**src/rtl/bilbo_pkg.sv**
```systemverilog
package bilbo_pkg;
  typedef enum logic [1:0] {
    MODE_SCAN = 2'b00,
    MODE_PRPG = 2'b01,
    MODE_MISR = 2'b10,
    MODE_LOAD = 2'b11
  } bilbo_mode_e;
endpackage

```
**src/rtl/bilbo_fb.sv**
```systemverilog
module bilbo_fb
  import bilbo_pkg::*;
(
  input  bilbo_mode_e mode_i,
  input  logic        msb_i,
  input  logic        scan_i,
  output logic        fb_o,
  output logic        head_o
);
  // feedback only in the two LFSR modes
  assign fb_o   = ((mode_i == MODE_PRPG) || (mode_i == MODE_MISR)) ? msb_i : 1'b0;
  // first-stage mux: serial input vs feedback
  assign head_o = (mode_i == MODE_SCAN) ? scan_i : fb_o;
endmodule

```
**src/rtl/bilbo_cell.sv**
```systemverilog
module bilbo_cell
  import bilbo_pkg::*;
#(
  parameter bit TAP = 1'b0
) (
  input  bilbo_mode_e mode_i,
  input  logic        prev_i,
  input  logic        fb_i,
  input  logic        par_i,
  output logic        d_o
);
  always_comb begin
    unique case (mode_i)
      MODE_LOAD: d_o = par_i;
      MODE_SCAN: d_o = prev_i;
      MODE_PRPG: d_o = prev_i ^ (TAP & fb_i);
      MODE_MISR: d_o = prev_i ^ (TAP & fb_i) ^ par_i;
      default:   d_o = prev_i;
    endcase
  end
endmodule

```
**src/rtl/bilbo_reg.sv**
```systemverilog
module bilbo_reg
  import bilbo_pkg::*;
#(
  parameter int unsigned      WIDTH = 4,
  parameter logic [WIDTH-1:0] POLY  = 4'b0011
) (
  input  logic             clk_i,
  input  logic             rst_ni,
  input  logic [1:0]       mode_i,
  input  logic [WIDTH-1:0] par_i,
  input  logic             scan_i,
  output logic [WIDTH-1:0] par_o,
  output logic             scan_o
);
  localparam int unsigned MSB = WIDTH - 1;

  bilbo_mode_e      mode;
  logic [WIDTH-1:0] q_q, d;
  logic             fb, head;

  assign mode = bilbo_mode_e'(mode_i);

  bilbo_fb u_fb (
    .mode_i (mode),
    .msb_i  (q_q[MSB]),
    .scan_i (scan_i),
    .fb_o   (fb),
    .head_o (head)
  );

  for (genvar i = 0; i < WIDTH; i++) begin : g_stage
    logic prev;
    if (i == 0) begin : g_head
      assign prev = head;
    end else begin : g_body
      assign prev = q_q[i-1];
    end
    // stage 0 already carries fb through the head mux
    bilbo_cell #(.TAP((i == 0) ? 1'b0 : POLY[i])) u_cell (
      .mode_i (mode),
      .prev_i (prev),
      .fb_i   (fb),
      .par_i  (par_i[i]),
      .d_o    (d[i])
    );
  end

  always_ff @(posedge clk_i or negedge rst_ni) begin
    if (!rst_ni) q_q <= '0;
    else         q_q <= d;
  end

  assign par_o  = q_q;
  assign scan_o = q_q[MSB];


  load_chk: assert property (@(posedge clk_i) disable iff (!rst_ni)
    (mode_i == 2'b11) |=> (par_o == $past(par_i)));


  scan_shift_chk: assert property (@(posedge clk_i) disable iff (!rst_ni)
    (mode_i == 2'b00) |=> (par_o == {$past(par_o[MSB-1:0]), $past(scan_i)}));


  scan_out_chk: assert property (@(posedge clk_i) disable iff (!rst_ni)
    (mode_i == 2'b00) |=> (scan_o == $past(par_o[MSB-1])));


  no_lockup_chk: assert property (@(posedge clk_i) disable iff (!rst_ni)
    ((mode_i == 2'b01) && (par_o != '0)) |=> (par_o != '0));


  prpg_zero_chk: assert property (@(posedge clk_i) disable iff (!rst_ni)
    ((mode_i == 2'b01) && (par_o == '0)) |=> (par_o == '0));


  reset_chk: assert property (@(posedge clk_i) !rst_ni |-> (par_o == '0));
endmodule

```
**config.mk**
```make
export PLATFORM = sky130hd
export DESIGN_NAME = bilbo_reg
export DESIGN_NICKNAME = d
export VERILOG_FILES = /design/src/rtl/bilbo_pkg.sv /design/src/rtl/bilbo_fb.sv /design/src/rtl/bilbo_cell.sv /design/src/rtl/bilbo_reg.sv
export SDC_FILE = /design/constraint.sdc
export NUM_CORES = 1
export LEC_CHECK = 0
export BUFFER_PORTS_ARGS = -buffer_cell sky130_fd_sc_hd__buf_2
export CORE_AREA = 2 2 39 41
export DETAILED_ROUTE_END_ITERATION = 10
export DIE_AREA = 0 0 41 43
export GPL_TIMING_DRIVEN = 0
export PLACE_DENSITY_LB_ADDON = 0.25
export SLEW_MARGIN = 20
export SYNTH_ARGS = -nofsm -noshare
export SYNTH_HDL_FRONTEND = slang
export SYNTH_SLANG_ARGS = --single-unit
```
**constraint.sdc**
```tcl
create_clock -name clk_i -period 1.3 [get_ports clk_i]
set_input_delay 0.065 -clock clk_i [delete_from_list [all_inputs] [get_ports clk_i]]
set_output_delay 0.065 -clock clk_i [all_outputs]
set_load 0.05 [all_outputs]
```
---- Word-level counts from Yosys, hierarchy flattened ----
Cells that the tools add are included.
word-level totals
  register bits after elaboration ......... 4
  input port bits ......................... 9
  output and inout bits ................... 5
  logic and storage cells ................. 18
cells by class
  eq/ne operators ......................... 3
  muxes and demuxes ....................... 6
  bitwise logic cells ..................... 5
  reductions and logical operators ........ 3
operators with widths
  operator            count
  $pmux 1 s3          3
  $xor 1x1->1         5
  $eq 2x2->1 const B  2
  $pmux 1 s4          1
  $eq 2x1->1 const B  1
  $logic_not 2->1     1
  $mux 1              2
  $reduce_or 2->1     1
  $logic_or 1x1->1    1

---- Logic depth before layout (Yosys ltp) ----
  word-level depth ........................ 6
  mapped depth ............................ 5
  gate-level depth less buffers ........... 5

---- By module ----
A second synthesis with hierarchy kept.
unflattened totals
  cells, all modules ...................... 32
  area, all modules ....................... 319.1 µm²
by module, submodules not included
  module                               instances  cells each  area an instance (µm²)  seq. area each (µm²)
  bilbo_reg                            1          5           107.6                   100.1
  bilbo_cell at g_stage[0].u_cell ...  3          4           33.8                    0.0
  bilbo_cell at g_stage[1].u_cell      1          10          70.1                    0.0
  bilbo_fb                             1          5           40.0                    0.0

---- Least setup slack after synthesis ----
No wires, ideal clock.
  path kind ............................... register to register
  start ................................... register q_q[3] (netlist: par_o[3])
  end ..................................... register q_q[0] (netlist: par_o[0])
  library setup time ...................... 83 ps
  arrival ................................. 1,246 ps
  data required time ...................... 1,217 ps
  setup slack ............................. -28 ps
  stages on the path, launching flop included .. 4
  path buffers ............................ 0
  clock period less this slack ............ 1,328 ps
  cell sequence ........................... dfrtp_1 > nand3b_1 > a221o_1 > o21ai_0
between the ends
  longest elaborated chain between the ends .. 4
RTL lines
  item                             RTL line          RTL
  start: declaration               bilbo_reg.sv:18   logic [WIDTH-1:0] q_q, d;
  start signal: assignment         bilbo_reg.sv:49   if (!rst_ni) q_q <= '0;
  start signal: assignment         bilbo_reg.sv:50   else q_q <= d;
  $mux 1 (*)                       bilbo_fb.sv:11    assign fb_o = ((mode_i == MODE_PRPG) || (mode_i == MODE_MISR)) ? msb_i : 1'b0;
  $mux 1 (*)                       bilbo_fb.sv:13    assign head_o = (mode_i == MODE_SCAN) ? scan_i : fb_o;
  $xor 1x1->1                      bilbo_cell.sv:17  MODE_MISR: d_o = prev_i ^ (TAP & fb_i) ^ par_i;
  $pmux 1 s3 (*)                   bilbo_cell.sv:13  unique case (mode_i)
  named net g_stage[0].u_cell.d_o  bilbo_cell.sv:10  output logic d_o
Mark *: on every way through the listed nets, which the timed path passes. The rest lies on a longest branch.

---- Final worst setup path ----
  start ................................... register q_q[0] (netlist: par_o[0])
  end ..................................... output port par_o[0]
RTL lines
  item              RTL line         RTL
  end: declaration  bilbo_reg.sv:12  output logic [WIDTH-1:0] par_o,
No word-level cell between the ends.

==> flow_summary_export.csv <==
group,metric,value,unit
timing,fmax,898.7,MHz
place,gp_congestion,0.7683,
global_routing,groute.usage.overall,10.95,%
floorplan,rows,14,
synthesis,synth_cell_type_count,18,
timing,finalMaxSlewViolations,0,
timing,fin_tns_setup,0,ns
floorplan,initial_core_util,26.13,%
synthesis,synth-seq-cells,4,
worst_setup_path,max_stage_delay,0.43,ns
synthesis,synth.avg_cell_area,8.819,um2
clock_network,path_clk_slew,0.04,ns
cells_and_area,fillCellCount,147,
global_routing,antenna_found_initial,0,
cells_and_area,drive_gt1_share,38.98,%
floorplan,coreArea,1384,um2
clock_network,cts-root-buf,"clkbuf_4",
global_routing,grt_pass1_vias,338,
timing,holdWs,0.05528,ns
clock_network,numCtsBuffers,3,
floorplan,num_io_pins,14,
floorplan,fp.dieW,41,um
clock_network,postCtsSetupBuffers,0,
global_routing,grt_pass1_wl,1.290,mm
worst_setup_path,path_cells,"buf_4 -> buf_2",
worst_setup_path,critical_path_cell_count,2,
worst_setup_path,cp-end-kind,"primary output",
worst_setup_path,cp.arrival,1.05,ns
worst_setup_path,critical_path_class,"reg -> out",
routing,dr.pass1.iters,4,
routing,drt_first_iter_violations,8,
cells_and_area,syn_to_final_growth,33.91,%
worst_setup_path,cp_top_family,"flip-flops",
worst_setup_path,cp-endpoint,"par_o[0]",
routing,routed-via-count,343,
global_routing,grt_overflow,0,
synthesis,yosysSeqAreaShare,27.68,%
timing,final-hold-violation-count,0,
synthesis,synth_fp_nets,54,
clock_network,cts_tree,"done",
routing,viasPerCell,4.573,
clock_network,cts_buffer_depth,2,
timing,finalSetupViolCount,0,
clock_network,clock_sinks,4,
timing,rsz0062_at_grt,"no",
cells_and_area,n_antenna_cell,0,
worst_setup_path,critPathLaunchType,"flop",
routing,wl_per_cell,10.43,um
worst_setup_path,r2r-start,"par_o[3]",
worst_setup_path,startpoint,"par_o[0]",
synthesis,syn_inst,41,
worst_setup_path,reg2reg_slack,0.22,ns
timing,worstMarginPinSlew,0.2500,ns
clock_network,htree_levels,1,
routing,detail-route-antenna-nets,0,
worst_setup_path,cp_slowest_cell,"dfrtp_1",
timing,relSlewSlack,83.45,%
worst_setup_path,worstPathRequired,1.24,ns
floorplan,die_h,43,um
clock_network,insertion_delay,0.24,ns
routing,wirelength,782,um
power,powerDensity,1087,nW/um2
synthesis,yosys_warnings,0,
cells_and_area,largest_register_ffs,4,
worst_hold_path,hold_path_class,"in -> reg",
place,hpwl,600.2,um
worst_setup_path,reg2reg_to,"par_o[1]",
place,portBuffers,13,
flow_run,max-cap-violations,0,
routing,drc,0,
global_routing,grt_max_degree,9,
floorplan,die_area,1763,um2
power,p_leak,0.2370,nW
power,peakVddDrop,0.4769,mV
timing,post-route-min-period,1.113,ns
synthesis,syn_area,361.6,um2
timing,finClkSkew,0.01117,ns
cells_and_area,nets,73,
timing,period_share,85.59,%
worst_setup_path,cp_num_buf_inv,2,
worst_setup_path,r2r_cells,3,
worst_setup_path,cp_max_fo,7,
status,outcome,"complete, no violations",
## metal layers
layer  GRT usage (%)  wire length [um]  up-vias
met5               0                 0        -
met4           6.000                12        0
met3           4.712                57        2
met2           16.25               325       10
met1           12.58               386      148
li1                -                 -      183
## worst min path at each step
stage / cells after the start / start / slack (ns) / endpoint
6_report: 2 / par_i[2] / 0.06 / par_o[2]
5_1_grt: 2 / par_i[2] / 0.06 / par_o[2]
4_1_cts: 2 / par_i[2] / 0.05 / par_o[2]
3_5_place_dp: 1 / rst_ni / -0.13 / par_o[2]
3_3_place_gp: 1 / rst_ni / -0.13 / par_o[2]
2_1_floorplan: 0 / rst_ni / -0.23 / par_o[0]
## cell usage in the layout (no fill, tap or decap)
cell type      count
inv_1              5
dfrtp_2            1
a31oi_1            2
clkbuf_1           1
dlygate4sd3_1      1
o211ai_1           1
a21o_2             1
ha_1               4
buf_4              4
a221o_1            1
clkbuf_4           3
nor2_1             1
dfrtp_1            3
nand2b_1           1
a21boi_0           1
a41oi_1            1
o21ai_0            6
nand2_1            2
nand4b_1           2
a32o_1             2
buf_2             13
and2_2             1
nand3b_1           2
## cell type report
cell class | count | area, um2 | share of cell area (%)
Clock buffer | 4 | 26.28 | 5.426
Tap cell | 16 | 20.02 | 4.134
Timing Repair Buffer | 14 | 75.07 | 15.50
Inverter | 5 | 18.77 | 3.876
Buffer | 4 | 30.03 | 6.202
Multi-Input combinational cell | 28 | 212.7 | 43.93
Sequential cell | 4 | 101.3 | 20.93
## power by group
| group | switching (mW) | internal (mW) |
|---|---|---|
| combinational | 0.119 | 0.0751 |
| sequential | 0.0191 | 0.141 |
| clock | 0.0569 | 0.116 |
## synth_stat cells
| master | count | area share, % |
|---|---|---|
| o211ai_1 | 1 | 2.1 |
| a32o_1 | 2 | 5.5 |
| nor2_1 | 1 | 1.0 |
| buf_4 | 4 | 8.3 |
| and2_2 | 1 | 2.1 |
| a41oi_1 | 1 | 2.4 |
| nand4b_1 | 2 | 4.8 |
| o21ai_0 | 6 | 8.3 |
| a31oi_1 | 2 | 3.5 |
| nand3b_1 | 2 | 4.2 |
| a21o_2 | 1 | 2.4 |
| nand2_1 | 2 | 2.1 |
| ha_1 | 4 | 14 |
| a221o_1 | 1 | 2.8 |
| nand2b_1 | 1 | 1.7 |
| dfrtp_1 | 4 | 28 |
| inv_1 | 5 | 5.2 |
| a21boi_0 | 1 | 2.1 |
## metrics by stage
step / total power, mW / utilization (%) / instances / instance area (um2) / setup WS [ns]
6_report: 0.5262 / 34.99 / 75 / 484.2 / 0.1873
3_3_place_gp: 0.3529 / 32.37 / 70 / 447.9 / 0.04480
2_1_floorplan: 0.3046 / - / 41 / 362.8 / 0.1484
5_1_grt: 0.5670 / 34.99 / 75 / 484.2 / 0.1381
3_5_place_dp: 0.3538 / 32.37 / 70 / 447.9 / 0.05560
4_1_cts: 0.5348 / 34.99 / 75 / 484.2 / 0.1827
## cell families after synthesis
family / synth area share (%)
compound gates: 29.07
fa+ha+maj: 13.84
buf+inv: 13.50
flops: 27.68
simple gates: 15.92
## what timing repair did
action	in CTS	in global routing
hold endpoints to repair	4	0
resized for setup	0	0
hold buffers	1	0
Note: power is estimated with default switching activity, not from simulation.
